$ cat src/rtl/aluf_pkg.sv
package aluf_pkg;
  localparam int DATA_W = 32;
  localparam int NUM_SZ = 3;
  localparam int NIB_W  = 4;
  localparam int PAR_W  = 8;

  typedef enum logic [2:0] {
    OP_ADD  = 3'd0,
    OP_ADC  = 3'd1,
    OP_SUB  = 3'd2,
    OP_SBB  = 3'd3,
    OP_INC  = 3'd4,
    OP_DEC  = 3'd5,
    OP_CMP  = 3'd6,
    OP_XADD = 3'd7
  } aluf_op_e;

  typedef enum logic [1:0] {
    SZ_8   = 2'd0,
    SZ_16  = 2'd1,
    SZ_32  = 2'd2,
    SZ_32B = 2'd3
  } aluf_sz_e;

  // width in bits of lane k (8 << k)
  function automatic int lane_bits(input int k);
    return 8 << k;
  endfunction

  typedef struct packed {
    logic is_sub;
    logic one_src;
    logic cin;
    logic keep_cf;
    logic res_we;
    logic swap_we;
  } aluf_ctl_t;
endpackage

$ cat src/rtl/aluf_width_sel.sv
module aluf_width_sel
  import aluf_pkg::*;
(
  input  logic [1:0]        size_i,
  output logic [NUM_SZ-1:0] lane_hot_o,
  output logic [DATA_W-1:0] mask_o
);
  logic [NUM_SZ-1:0] hot;
  logic [DATA_W-1:0] lane_mask [NUM_SZ];

  always_comb begin
    hot = '0;
    case (aluf_sz_e'(size_i))
      SZ_8:    hot[0] = 1'b1;
      SZ_16:   hot[1] = 1'b1;
      default: hot[NUM_SZ-1] = 1'b1;
    endcase
  end

  for (genvar k = 0; k < NUM_SZ; k++) begin : g_lane
    localparam int LW = lane_bits(k);
    always_comb begin
      lane_mask[k] = '0;
      lane_mask[k][LW-1:0] = '1;
      if (!hot[k]) lane_mask[k] = '0;
    end
  end

  always_comb begin
    mask_o = '0;
    for (int k = 0; k < NUM_SZ; k++) mask_o = mask_o | lane_mask[k];
  end

  assign lane_hot_o = hot;
endmodule

$ cat src/rtl/aluf_opdec.sv
module aluf_opdec
  import aluf_pkg::*;
(
  input  logic [2:0] op_i,
  input  logic       carry_i,
  output aluf_ctl_t  ctl_o
);
  always_comb begin
    ctl_o = '{is_sub: 1'b0, one_src: 1'b0, cin: 1'b0, keep_cf: 1'b0,
              res_we: 1'b1, swap_we: 1'b0};
    case (aluf_op_e'(op_i))
      OP_ADD:  ;
      OP_ADC:  ctl_o.cin = carry_i;
      OP_SUB:  begin ctl_o.is_sub = 1'b1; ctl_o.cin = 1'b1; end
      OP_SBB:  begin ctl_o.is_sub = 1'b1; ctl_o.cin = ~carry_i; end
      OP_INC:  begin ctl_o.one_src = 1'b1; ctl_o.keep_cf = 1'b1; end
      OP_DEC:  begin
        ctl_o.is_sub = 1'b1; ctl_o.cin = 1'b1;
        ctl_o.one_src = 1'b1; ctl_o.keep_cf = 1'b1;
      end
      OP_CMP:  begin ctl_o.is_sub = 1'b1; ctl_o.cin = 1'b1; ctl_o.res_we = 1'b0; end
      OP_XADD: ctl_o.swap_we = 1'b1;
      default: ;
    endcase
  end
endmodule

$ cat src/rtl/aluf_addcore.sv
module aluf_addcore
  import aluf_pkg::*;
(
  input  logic [DATA_W-1:0] a_i,
  input  logic [DATA_W-1:0] b_i,
  input  logic              cin_i,
  input  logic [NUM_SZ-1:0] lane_hot_i,
  input  logic [DATA_W-1:0] mask_i,
  output logic [DATA_W-1:0] sum_o,
  output logic              cout_o,
  output logic              cmsb_o,
  output logic              cnib_o
);
  logic [DATA_W:0]   sum_ext;
  logic [DATA_W:0]   c_into;
  logic [NUM_SZ-1:0] cout_lane;
  logic [NUM_SZ-1:0] cmsb_lane;

  assign sum_ext = {1'b0, a_i} + {1'b0, b_i} + {{DATA_W{1'b0}}, cin_i};
  assign c_into  = {sum_ext[DATA_W], sum_ext[DATA_W-1:0] ^ a_i ^ b_i};

  for (genvar k = 0; k < NUM_SZ; k++) begin : g_tap
    localparam int LW = lane_bits(k);
    assign cout_lane[k] = c_into[LW]   & lane_hot_i[k];
    assign cmsb_lane[k] = c_into[LW-1] & lane_hot_i[k];
  end

  assign sum_o  = sum_ext[DATA_W-1:0] & mask_i;
  assign cout_o = |cout_lane;
  assign cmsb_o = |cmsb_lane;
  assign cnib_o = c_into[NIB_W];
endmodule

$ cat src/rtl/aluf_flags.sv
module aluf_flags
  import aluf_pkg::*;
(
  input  logic [DATA_W-1:0] sum_i,
  input  logic [NUM_SZ-1:0] lane_hot_i,
  input  logic              cout_i,
  input  logic              cmsb_i,
  input  logic              cnib_i,
  input  logic              is_sub_i,
  input  logic              keep_cf_i,
  input  logic              carry_i,
  output logic              cf_o,
  output logic              of_o,
  output logic              sf_o,
  output logic              zf_o,
  output logic              af_o,
  output logic              pf_o
);
  logic [NUM_SZ-1:0] top_bit;

  for (genvar k = 0; k < NUM_SZ; k++) begin : g_sign
    localparam int LW = lane_bits(k);
    assign top_bit[k] = sum_i[LW-1] & lane_hot_i[k];
  end

  // a subtract runs as add of the inverted operand: borrow = no carry
  assign cf_o = keep_cf_i ? carry_i : (cout_i ^ is_sub_i);
  assign of_o = cmsb_i ^ cout_i;
  assign sf_o = |top_bit;
  assign zf_o = ~|sum_i;
  assign af_o = cnib_i ^ is_sub_i;
  assign pf_o = ~^sum_i[PAR_W-1:0];
endmodule

$ cat src/rtl/addsub_flag_alu.sv
module addsub_flag_alu
  import aluf_pkg::*;
(
  input  logic [2:0]        op_i,
  input  logic [1:0]        size_i,
  input  logic [DATA_W-1:0] dst_i,
  input  logic [DATA_W-1:0] src_i,
  input  logic              carry_i,
  output logic [DATA_W-1:0] res_o,
  output logic              res_we_o,
  output logic [DATA_W-1:0] swap_o,
  output logic              swap_we_o,
  output logic              cf_o,
  output logic              of_o,
  output logic              sf_o,
  output logic              zf_o,
  output logic              af_o,
  output logic              pf_o
);
  logic [NUM_SZ-1:0] lane_hot;
  logic [DATA_W-1:0] mask;
  aluf_ctl_t         ctl;
  logic [DATA_W-1:0] a_op, b_raw, b_op, sum;
  logic              cout, cmsb, cnib;

  aluf_width_sel u_width (
    .size_i     (size_i),
    .lane_hot_o (lane_hot),
    .mask_o     (mask)
  );

  aluf_opdec u_dec (
    .op_i    (op_i),
    .carry_i (carry_i),
    .ctl_o   (ctl)
  );

  assign a_op  = dst_i & mask;
  assign b_raw = ctl.one_src ? DATA_W'(1) : src_i;
  assign b_op  = (ctl.is_sub ? ~b_raw : b_raw) & mask;

  aluf_addcore u_add (
    .a_i        (a_op),
    .b_i        (b_op),
    .cin_i      (ctl.cin),
    .lane_hot_i (lane_hot),
    .mask_i     (mask),
    .sum_o      (sum),
    .cout_o     (cout),
    .cmsb_o     (cmsb),
    .cnib_o     (cnib)
  );

  aluf_flags u_flg (
    .sum_i      (sum),
    .lane_hot_i (lane_hot),
    .cout_i     (cout),
    .cmsb_i     (cmsb),
    .cnib_i     (cnib),
    .is_sub_i   (ctl.is_sub),
    .keep_cf_i  (ctl.keep_cf),
    .carry_i    (carry_i),
    .cf_o       (cf_o),
    .of_o       (of_o),
    .sf_o       (sf_o),
    .zf_o       (zf_o),
    .af_o       (af_o),
    .pf_o       (pf_o)
  );

  assign res_o     = sum;
  assign res_we_o  = ctl.res_we;
  assign swap_o    = a_op;
  assign swap_we_o = ctl.swap_we;
endmodule


$ cat config.mk
export PLATFORM = sky130hd
export DESIGN_NAME = addsub_flag_alu
export DESIGN_NICKNAME = d
export VERILOG_FILES = /design/src/rtl/aluf_pkg.sv /design/src/rtl/aluf_width_sel.sv /design/src/rtl/aluf_opdec.sv /design/src/rtl/aluf_addcore.sv /design/src/rtl/aluf_flags.sv /design/src/rtl/addsub_flag_alu.sv
export SDC_FILE = /design/constraint.sdc
export NUM_CORES = 1
export LEC_CHECK = 0
export BUFFER_PORTS_ARGS = -buffer_cell sky130_fd_sc_hd__buf_4
export CAP_MARGIN = 25
export CORE_MARGIN = 2
export CORE_UTILIZATION = 25
export DETAILED_ROUTE_END_ITERATION = 7
export MAX_ROUTING_LAYER = met4
export SETUP_SLACK_MARGIN = 0.4
export SYNTH_ARGS = -nofsm -noshare
export SYNTH_HDL_FRONTEND = slang
export SYNTH_HIERARCHICAL = 1
export SYNTH_SLANG_ARGS = --single-unit
export TNS_END_PERCENT = 50
$ cat constraint.sdc
create_clock -name vclk -period 4.9
set_input_delay 0.98 -clock vclk [all_inputs]
set_output_delay 0.98 -clock vclk [all_outputs]
set_load 0.03 [all_outputs]
# ---- Word-level counts from Yosys, hierarchy flattened
# Index checks and enable logic that the tools add are counted.
dict set report classes {
  n_addsub 2
  n_mux 14
  n_eq_ne 8
  reduce_logical 11
  bitwise_logic 21
}
# op n
set ops {}
lappend ops {{$and A32 B32 Y32} 3}
lappend ops {{$mux W32} 3}
lappend ops {{$xor A32 B32 Y32} 2}
lappend ops {{$add A32 B32 Y33} 1}
lappend ops {{$add A33 B1 Y33} 1}
lappend ops {{$not A32 Y32} 1}
lappend ops {{$or A32 B32 Y32} 1}
lappend ops {{$reduce_or A32 Y1} 1}
lappend ops {{$mux W16} 1}
lappend ops {{$or A8 B16 Y16} 1}
lappend ops {{$eq A3 B3 Y1 const B} 4}
lappend ops {{$reduce_or A3 Y1} 4}
lappend ops {{$and A1 B1 Y1} 9}
lappend ops {{$mux W1} 8}
lappend ops {{$mux W8} 1}
lappend ops {{$reduce_xnor A8 Y1} 1}
lappend ops {{$eq A3 B2 Y1 const B} 2}
lappend ops {{$reduce_or A2 Y1} 2}
lappend ops {{$reduce_or A4 Y1} 1}
lappend ops {{$eq A3 B1 Y1 const B} 1}
lappend ops {{$pmux W1 S3} 1}
lappend ops {{$xor A1 B1 Y1} 3}
lappend ops {{$eq A2 B1 Y1 const B} 1}
lappend ops {{$logic_not A2 Y1} 1}
lappend ops {{2 further kinds} 2}
dict set report word_totals {
  word_cells 56
  in_bits 70
  out_inout_bits 72
  reg_bits 0
}

# ---- Depth between registers and ports, before layout
# Gate-level depths: netlist of the first run.
dict set report depth {
  depth_word 15
  depth_mapped 20
  depth_no_buf 18
}

# ---- By module
# Netlist of the first run, hierarchy kept.
# module seq_area_each_um2 cells_per_inst n_inst area_per_inst_um2
set by_module_without_submodules {}
lappend by_module_without_submodules {aluf_addcore 0.0 305 1 2088.3}
lappend by_module_without_submodules {addsub_flag_alu 0.0 173 1 1123.6}
lappend by_module_without_submodules {aluf_width_sel 0.0 36 1 256.5}
lappend by_module_without_submodules {aluf_flags 0.0 33 1 222.7}
lappend by_module_without_submodules {aluf_opdec 0.0 8 1 58.8}

# ---- Worst setup path after synthesis of the first run
# Ideal clock, no wire load.
dict set report synth_timing {
  kind {input-to-output}
  from {input op_i[2]}
  to {output zf_o}
  path_buffers 2
  t_arrival_ns 5.072
  stages 20
  path_slack_ns -1.152
  required_ns 3.920
  path_cell_list {nand2_1 xnor2_1 buf_6 buf_4 o21ai_0 and3_1 fa_1 inv_1 fa_1 nand2b_1 a21oi_1 o21a_1 a21bo_2 nor3_1 o21bai_1 a41oi_1 mux2i_1 nor4_1 nand3_1 nor3_1}
}
# item line_no
set synth_lines {}
lappend synth_lines {{start: declaration} addsub_flag_alu.sv:4} ;# input logic [2:0] op_i,
lappend synth_lines {{end: declaration} addsub_flag_alu.sv:16} ;# output logic zf_o,

==> results of run 1 <==
## worst max-delay path, delay by kind of cell
kind / cells / cell delay [ns]
AND/OR/NAND/NOR: 8 / 1.36
AO/OA/AOI/OAI: 5 / 0.86
adder cells (fa/ha/maj): 2 / 0.55
buffers and inverters: 4 / 0.46
multiplexers: 1 / 0.24
## kinds of logic after synthesis
kind of cell | count (synthesis) | share of synthesized area, %
other | 1 | 0.100
adder cells (fa/ha/maj) | 37 | 12.7
AND/OR/NAND/NOR | 262 | 42.1
multiplexers | 5 | 1.33
AO/OA/AOI/OAI | 136 | 22.5
XOR/XNOR | 41 | 9.58
buffers and inverters | 73 | 11.6
## cell type report
class,instances,area [sq um],share of cell area (%)
timing repair buffer,322,2680,39.0
inverter,20,75.1,1.09
multi-input combinational,489,3880,56.6
tap,184,230,3.35
## per-stage QoR
step	utilization, %	instance area, sq um	TNS (ns)	setup WS [ns]
finish	47.1	6870	-3.25	-0.530
global route	47.1	6870	-6.32	-0.692
CTS	46.1	6730	-4.97	-0.702
detailed placement	43.2	6300	-6.18	-0.804
global placement	43.2	6300	-5.47	-0.791
floorplan	-	4100	-1.05	-0.498
## repair_timing
action	in CTS	in global routing
gates resized for setup	81	27
buffers inserted	10	1
setup endpoints to repair	31	34
gates cloned	0	1
pin swaps	50	22
## where the power goes
part	switching (mW)	leakage (nW)	total (mW)	internal (mW)
Combinational	0.644	3.31	1.31	0.668
Sequential	0	0	0	0
Clock	0	0	0	0
## routing by layer
layer  track usage (%)  up-vias  part of all wire [%]
met5                 -        -                     0
met4             0.517        0                  0.31
met3             0.928        4                   4.1
met2              26.7      107                    47
met1              21.9     2150                    48
li1                  -     2492                     -
## cell usage in the layout, fill, tap and decap left out, types with 4 or more instances in the layout
| cell type | Yosys | final |
|---|---|---|
| buf_4 | 33 | 270 |
| nand2_1 | 62 | 60 |
| buf_6 | 4 | 44 |
| and2_1 | 57 | 39 |
| o21ai_1 | 37 | 36 |
| nor2b_1 | 36 | 34 |
| ha_1 | 35 | 32 |
| nand4bb_1 | 31 | 31 |
| a21oi_1 | 32 | 26 |
| nor2_1 | 23 | 19 |
| xnor2_1 | 25 | 18 |
| and2_4 | 0 | 17 |
| inv_1 | 20 | 16 |
| o21ai_0 | 20 | 14 |
| xor2_1 | 16 | 14 |
| a21o_1 | 10 | 10 |
| o21ai_2 | 2 | 9 |
| nand2b_1 | 10 | 8 |
| conb_1 | 1 | 8 |
| nand3_1 | 8 | 7 |
| nand4_1 | 6 | 6 |
| buf_12 | 0 | 5 |
| nor3_1 | 9 | 5 |
| xnor2_2 | 0 | 5 |
| inv_2 | 0 | 4 |
| o211ai_1 | 4 | 4 |
| mux2i_4 | 0 | 4 |
## how the worst max path moves through the flow
stage	to	slack, ns
global route	zf_o	-0.69
detailed placement	zf_o	-0.80
global placement	zf_o	-0.79
floorplan	zf_o	-0.50
CTS	zf_o	-0.70
finish	zf_o	-0.53
==> results by group, run 1 <==
Synthesis
  – Avg Inst Size Synth: 6.76 sq um
  – Cells after synthesis: 555
  – Number of synthesis warnings: 6
  – Synth top area cells: ha_1 (12%), and2_1 (9.5%), nand4bb_1 (9.3%), buf_4 (6.6%), nand2_1 (6.2%)
  – Sequential area share after synthesis: 0%
  – Top-count cell post-synth: nand2_1
  – Synth unique cells: 57
  – Mapped Area: 0.00375 sq mm
  – Cell taking the most area after synthesis: ha_1
  – Synth cell count leaders: nand2_1 (62), and2_1 (57), o21ai_1 (37)
  – Top cell type's share of synthesized area: 11.7%

Global route
  – First-pass GRT wire length: 21,000 um
  – Pin count of the biggest net entering global routing: 44
  – Vias in the first global route: 4,509
  – Initial antenna violation count: 0
  – Grt total ovfl: 0
  – All-Layer GR Usage: 15.7%

Finish
  – # clk buffers: 0
  – Nets: 940
  – # diodes: 0
  – FF+latch count: 0
  – Number of cells in the finished layout apart from fillers: 1,015
  – Fillers: 1,467
  – Sequential Area: 0 sq um
  – Share of layout cells above drive strength 1: 50.1%
  – Area Overhead vs Synth: 83.1%

Routing
  – Routed wire per std cell: 13.2 um
  – DRT Pass-1 Iters: 4
  – DRC viols: 0
  – First DRT Iteration DRCs: 157
  – Final ANT Viol Nets: 0
  – Drt via density: 4.68
  – Routed WL: 13,400 um
  – Via Count: 4,753

Hold path
  – Worst hold endpoint: res_we_o
  – HP Class: primary input to primary output
  – Hold Crit Depth: 3
  – Worst Min Path Start: op_i[2]

Floorplanning
  – Initial Util: 25.7%
  – Die Wd: 126 um
  – Die height: 126 um
  – Top Ports: 142
  – Core area: 0.0146 sq mm
  – Die area: 0.0160 sq mm
  – Row Count: 44

Timing
  – Fin crit share: 111%
  – Setup Viol. Count Final: 16
  – Max Slew Vio Count: 0
  – RSZ-0062 raised after global routing: yes
  – Fmax achieved: 184 MHz
  – Final worst setup slack: -0.530 ns
  – Worst hold slack: 2.30 ns
  – Minimum clock period: 5.43 ns
  – Fin. Hold Viols: 0

Setup path
  – Worst Setup Path Type: primary input to primary output
  – Critical Path RT: 3.92 ns
  – Slowest CP cell: fa_2
  – Crit path max fanout: 4
  – WP data arrival: 4.45 ns
  – Worst Setup SP: op_i[1]
  – Crit path cell chain: buf_6 -> buf_4 -> nor2b_4 -> or3_1 -> and3_4 -> fa_2 -> inv_2 -> fa_2 -> nand2b_4 -> a21oi_4 -> o21a_1 -> a21bo_2 -> nor3_2 -> o21bai_2 -> a41oi_2 -> mux2i_4 -> nor4_4 -> nand3_2 -> nor3_4 -> buf_6
  – Nature of the critical path endpoint: primary output
  – Critical Path Max Stage Delay: 0.33 ns
  – CP startpoint kind: primary input

Outcome
  – Failing checks: negative setup slack
  – Status: complete, but fails checks

Run
  – Max-cap viol count: 0

Power and ir drop
  – Overall power: 1.31 mW
  – Peak VDD IR: 0.0000968 V
  – Cell Pwr Density: 191 mW/mm^2
  – Pleak: 3.31 nW

Placed design
  – Placed insts: 1,003
  – HPWL Detailed: 11,000 um
  – IO Port Bufs: 142
  – Final GP Congestion: 0.863

Clock tree
  – CTS Hold Bufs: 0
No activity file was read; power rests on OpenSTA's default activity.
==> run 2: changes to the inputs <==
--- a/config.mk
+++ b/config.mk
@@ -11,6 +11,7 @@
 export CORE_UTILIZATION = 25
 export DETAILED_ROUTE_END_ITERATION = 7
 export MAX_ROUTING_LAYER = met4
+export RECOVER_POWER = 25
 export SETUP_SLACK_MARGIN = 0.4
 export SYNTH_ARGS = -nofsm -noshare
 export SYNTH_HDL_FRONTEND = slang
==> run 2 against run 1 <==
Hold slack better by 0.032 ns. Count of clock-buffer cells in the layout stayed put. Via count is the same. Core utilization fell by 0.18 points. Design area is 0.38% lower. Power is 0.18% lower. Critical endpoint unchanged. Fmax down 0.14%. Worst setup slack lost 0.0078 ns. Highest routed layer unchanged. Global-route usage did not move. The run still ends with negative setup slack left. Combinational power is essentially flat. First-iteration DRC count increased by 0.64%. Largest cell class unchanged. Die area stayed put.
==> results by group, run 2 (same netlist as run 1, synthesis figures left out) <==
Timing
  – Fin. Hold Viols: 0 (unchanged)
  – RSZ-0062 raised after global routing: yes (unchanged)
  – Setup_tns: -3.26 ns (was -3.25 ns)
  – Minimum clock period: 5.44 ns (was 5.43 ns)
  – Final worst setup slack: -0.538 ns (was -0.530 ns)
  – Fin crit share: 111% (about the same)
  – Worst hold slack: 2.33 ns (was 2.30 ns)
  – Fmax achieved: 184 MHz (about the same)
  – Setup Viol. Count Final: 16 (unchanged)
  – Max Slew Vio Count: 0 (unchanged)

Power and ir drop
  – Overall power: 1.31 mW (about the same)
  – Cell Pwr Density: 191 mW/mm^2 (about the same)
  – Pleak: 3.28 nW (was 3.31 nW)
  – Peak VDD IR: 0.0000968 V (about the same)

Finish
  – Nets: 940 (unchanged)
  – # diodes: 0 (unchanged)
  – Final core occ: 46.9% (was 47.1%)
  – Most common cell after layout, fill and taps aside: buf_4 (unchanged)
  – Sequential Area: 0 sq um (unchanged)
  – # clk buffers: 0 (unchanged)
  – Area Overhead vs Synth: 82.4% (was 83.1%)
  – Share of layout cells above drive strength 1: 49.2% (was 50.1%)
  – FF+latch count: 0 (unchanged)
  – Most frequent cells in the layout: buf_4 (263), nand2_1 (60), buf_6 (44) (was buf_4 (270), nand2_1 (60), buf_6 (44))

Placed design
  – IO Port Bufs: 142 (unchanged)
  – HPWL Detailed: 11,000 um (unchanged)
  – Final GP Congestion: 0.863 (unchanged)

Global route
  – Grt total ovfl: 0 (unchanged)
  – All-Layer GR Usage: 15.7% (unchanged)
  – First-pass GRT wire length: 21,000 um (unchanged)
  – Initial antenna violation count: 0 (unchanged)
  – Pin count of the biggest net entering global routing: 44 (unchanged)
  – Vias in the first global route: 4,509 (unchanged)

Routing
  – Final ANT Viol Nets: 0 (unchanged)
  – Via Count: 4,753 (unchanged)
  – Routed wire per std cell: 13.2 um (about the same)
  – Routed WL: 13,400 um (about the same)
  – First DRT Iteration DRCs: 158 (was 157)
  – DRT Pass-1 Iters: 4 (unchanged)
  – DRC viols: 0 (unchanged)
  – Drt via density: 4.68 (unchanged)

Setup path
  – CP startpoint kind: primary input (unchanged)
  – Worst Setup Path Type: primary input to primary output (unchanged)
  – Critical Path RT: 3.92 ns (about the same)
  – Nature of the critical path endpoint: primary output (unchanged)
  – WP data arrival: 4.46 ns (was 4.45 ns)
  – Crit path max fanout: 4 (unchanged)

Floorplanning
  – Core area: 0.0146 sq mm (unchanged)
  – Top Ports: 142 (unchanged)
  – Die area: 0.0160 sq mm (unchanged)
  – Initial Util: 25.7% (unchanged)
  – Die Wd: 126 um (unchanged)
  – Row Count: 44 (unchanged)
  – Die height: 126 um (unchanged)

Hold path
  – HP Class: primary input to primary output (unchanged)

Outcome
  – Failing checks: negative setup slack (unchanged)
  – Status: complete, but fails checks (unchanged)

Clock tree
  – CTS Hold Bufs: 0 (unchanged)

Run
  – Max-cap viol count: 0 (unchanged)
==> run 2: cell count changes in the layout (fill, tap and decap cells not counted), sizes merged <==
| cell | previous run | this run |
|---|---|---|
| buf | 321 | 314 |
| clkbuf | 1 | 8 |
==> run 2: where the power goes <==
part	internal, mW	leakage, nW	switching [mW]
combinational	0.666	3.28	0.644
sequential	0	0	0
clock	0	0	0
==> run 2: worst paths after layout <==
check       from         end  cells after the start
max      op_i[1]        zf_o                     20
min    dst_i[22]  swap_o[22]                      3
==> run 2: per-layer routing <==
layer  global-route usage (%)  wire length, um  share of wire, %
met1                     21.9             6520                49
met2                     26.7             6340                47
met3                    0.928              500               3.7
met4                    0.517               42              0.31
met5                        -                0                 0
==> run 2: metrics by stage <==
step                      setup WS [ns]  instances  instance area, sq um
after floorplan                  -0.498        562                  4100
after global placement           -0.791       1003                  6300
after detailed placement         -0.804       1003                  6300
after CTS                        -0.702       1013                  6730
after global routing             -0.692       1015                  6840
final                            -0.538       1015                  6840
==> run 2: cell type report <==
| class | count | area, sq um |
|---|---|---|
| well taps | 184 | 230 |
| multi-input cells | 489 | 3880 |
| repair buffers | 322 | 2650 |
| fillers | 1476 | 7750 |
| inverters | 20 | 75.1 |
==> run 2: critical path: stages <==
cell      delay [ns]
buf_6           0.11
buf_4           0.15
nor2b_4         0.19
or3_1           0.13
and3_4          0.18
fa_2            0.22
inv_2           0.04
fa_2            0.33
nand2b_4        0.16
a21oi_4         0.16
o21a_1          0.17
a21bo_2         0.20
nor3_2          0.05
o21bai_2        0.17
a41oi_2         0.16
mux2i_4         0.24
nor4_4          0.30
nand3_2         0.17
nor3_4          0.18
buf_6           0.16
==> run 2: timing repair <==
item	CTS	global route
endpoints found under the setup margin	31	34
gates resized for setup	81	27
setup buffers	10	1
gates cloned	0	1
pin swaps	50	22
==> run 3: changes to the inputs <==
--- a/config.mk
+++ b/config.mk
@@ -5,7 +5,7 @@
 export SDC_FILE = /design/constraint.sdc
 export NUM_CORES = 1
 export LEC_CHECK = 0
-export BUFFER_PORTS_ARGS = -buffer_cell sky130_fd_sc_hd__buf_4
+export BUFFER_PORTS_ARGS = -buffer_cell sky130_fd_sc_hd__clkbuf_2
 export CAP_MARGIN = 25
 export CORE_MARGIN = 2
 export CORE_UTILIZATION = 25
@@ -13,6 +13,7 @@
 export MAX_ROUTING_LAYER = met4
 export RECOVER_POWER = 25
 export SETUP_SLACK_MARGIN = 0.4
+export SLEW_MARGIN = 15
 export SYNTH_ARGS = -nofsm -noshare
 export SYNTH_HDL_FRONTEND = slang
 export SYNTH_HIERARCHICAL = 1
==> run 3 against run 2 <==
The flow still finishes with violations (negative setup slack). Fmax is 2.7% lower. Core utilization is 2.2 points lower. Global-route usage is 0.16 points higher. Non-clock buffer count is 9 lower. First-iteration DRC count is 2.5% lower. Design area is 4.6% lower. Wire length is 2.1% lower. Sequential share of layout area stayed put. Power is 1.9% lower. Worst setup slack worse by 0.15 ns. Flip-flop and latch count stayed put. Combinational power hardly changed. Critical path type unchanged.
==> results by group, run 3 (same netlist as run 1, synthesis figures left out) <==
Setup path
  – Worst path bufs/invs: 3 (was 4)
  – Crit path to: zf_o (unchanged)
  – Worst Setup Path Type: primary input to primary output (unchanged)
  – WP depth: 20 (unchanged)
  – Worst Setup SP: op_i[0] (was op_i[1])
  – Crit path cell chain: clkbuf_16 -> nand2_8 -> xnor2_4 -> or3_1 -> and3_4 -> fa_2 -> inv_2 -> fa_2 -> nand2b_4 -> a21oi_2 -> o21a_1 -> a21bo_2 -> o31a_1 -> o21ai_2 -> nand3_1 -> and3b_2 -> nor4_2 -> nand3_2 -> nor3_4 -> clkbuf_8 (was buf_6 -> buf_4 -> nor2b_4 -> or3_1 -> and3_4 -> fa_2 -> inv_2 -> fa_2 -> nand2b_4 -> a21oi_4 -> o21a_1 -> a21bo_2 -> nor3_2 -> o21bai_2 -> a41oi_2 -> mux2i_4 -> nor4_4 -> nand3_2 -> nor3_4 -> buf_6)
  – Cell mode on critical path: fa_2
  – Nature of the critical path endpoint: primary output (unchanged)
  – CP top delay family: simple AND/OR/NAND/NOR gates (unchanged)
  – Critical Path RT: 3.92 ns (about the same)
  – Slowest CP cell: or3_1 (was fa_2)
  – CP startpoint kind: primary input (unchanged)
  – Crit path max fanout: 3 (was 4)
  – WP data arrival: 4.61 ns (was 4.46 ns)
  – Critical Path Max Stage Delay: 0.37 ns (was 0.33 ns)

Finish
  – Most common cell after layout, fill and taps aside: buf_4 (unchanged)
  – Post-route cell area: 0.00653 sq mm (was 0.00684 sq mm)
  – Fillers: 1,473 (was 1,476)
  – Final core occ: 44.7% (was 46.9%)
  – Nets: 931 (was 940)
  – Number of cells in the finished layout apart from fillers: 1,006 (was 1,015)
  – Sequential Area: 0 sq um (unchanged)
  – # diodes: 0 (unchanged)
  – # clk buffers: 0 (unchanged)
  – FF+latch count: 0 (unchanged)
  – Share of layout cells above drive strength 1: 47.6% (was 49.2%)
  – Most frequent cells in the layout: buf_4 (152), clkbuf_2 (101), nand2_1 (60) (was buf_4 (263), nand2_1 (60), buf_6 (44))
  – Area Overhead vs Synth: 74.0% (was 82.4%)

Routing
  – First DRT Iteration DRCs: 154 (was 158)
  – Final ANT Viol Nets: 0 (unchanged)
  – Drt via density: 4.70 (was 4.68)
  – Routed WL: 13,100 um (was 13,400 um)
  – Routed wire per std cell: 13.0 um (was 13.2 um)
  – DRT Pass-1 Iters: 4 (unchanged)
  – Via Count: 4,724 (was 4,753)
  – DRC viols: 0 (unchanged)

Timing
  – RSZ-0062 raised after global routing: yes (unchanged)
  – Minimum clock period: 5.59 ns (was 5.44 ns)
  – Setup Viol. Count Final: 21 (was 16)
  – Fmax achieved: 179 MHz (was 184 MHz)
  – Final worst setup slack: -0.686 ns (was -0.538 ns)
  – Fin crit share: 114% (was 111%)
  – Fin. Hold Viols: 0 (unchanged)
  – Max Slew Vio Count: 0 (unchanged)

Placed design
  – Final GP Congestion: 0.833 (was 0.863)
  – Pre-CTS setup slack: -0.914 ns (was -0.804 ns)
  – Post-placement cell area: 0.00590 sq mm (was 0.00630 sq mm)
  – IO Port Bufs: 142 (unchanged)
  – Placed insts: 997 (was 1,003)
  – HPWL Detailed: 11,000 um (about the same)

Outcome
  – Failing checks: negative setup slack (unchanged)
  – Status: complete, but fails checks (unchanged)

Power and ir drop
  – Pleak: 3.18 nW (was 3.28 nW)
  – Peak VDD IR: 0.0000975 V (was 0.0000968 V)
  – Cell Pwr Density: 197 mW/mm^2 (was 191 mW/mm^2)
  – Overall power: 1.29 mW (was 1.31 mW)

Floorplanning
  – Top Ports: 142 (unchanged)
  – Row Count: 44 (unchanged)
  – Initial Util: 25.7% (unchanged)
  – Die area: 0.0160 sq mm (unchanged)
  – Core area: 0.0146 sq mm (unchanged)
  – Die height: 126 um (unchanged)
  – Die Wd: 126 um (unchanged)

Global route
  – Initial antenna violation count: 0 (unchanged)
  – Grt total ovfl: 0 (unchanged)
  – All-Layer GR Usage: 15.9% (was 15.7%)
  – Vias in the first global route: 4,487 (was 4,509)
  – Pin count of the biggest net entering global routing: 50 (was 44)
  – First-pass GRT wire length: 21,200 um (was 21,000 um)

Hold path
  – HP Class: primary input to primary output (unchanged)

Run
  – Max-cap viol count: 0 (unchanged)

Clock tree
  – CTS Hold Bufs: 0 (unchanged)
==> run 3: power by group <==
part	switching (mW)	internal, mW
Clock	0	0
Combinational	0.640	0.645
Sequential	0	0
==> run 3: cell type report <==
class	instances	area (sq um)	share of cell area (%)
tap	184	230	3.53
multi-input combinational	489	3860	59.2
inverter	20	75.1	1.15
timing repair buffer	313	2360	36.1
==> run 3: how the worst min path moves through the flow <==
stage / to / startpoint / cells past startpoint
finish: swap_o[22] / dst_i[22] / 3
global route: swap_o[25] / dst_i[25] / 3
CTS: swap_o[22] / dst_i[22] / 3
detailed placement: swap_o[22] / dst_i[22] / 3
global placement: swap_o[22] / dst_i[22] / 3
floorplan: cf_o / carry_i / 2
==> run 3: layer usage <==
metal  wire [um]  vias up  global-route usage, %
li1            -     2477                      -
met1        6310     2129                   22.1
met2        6120      110                   27.0
met3         590        8                  0.464
met4          99        0                   1.10
met5           0        -                      -
==> run 3: repair_timing <==
item	in CTS	in global routing
pin swaps	23	16
gates resized for setup	101	44
endpoints found under the setup margin	32	34
setup buffers	6	3
==> run 3: through the flow <==
step	hold slack (ns)	TNS [ns]
3_5_place_dp	2.37	-7.68
6_report	2.37	-4.90
4_1_cts	2.37	-4.84
2_1_floorplan	2.13	-1.05
3_3_place_gp	2.37	-6.71
5_1_grt	2.38	-8.43
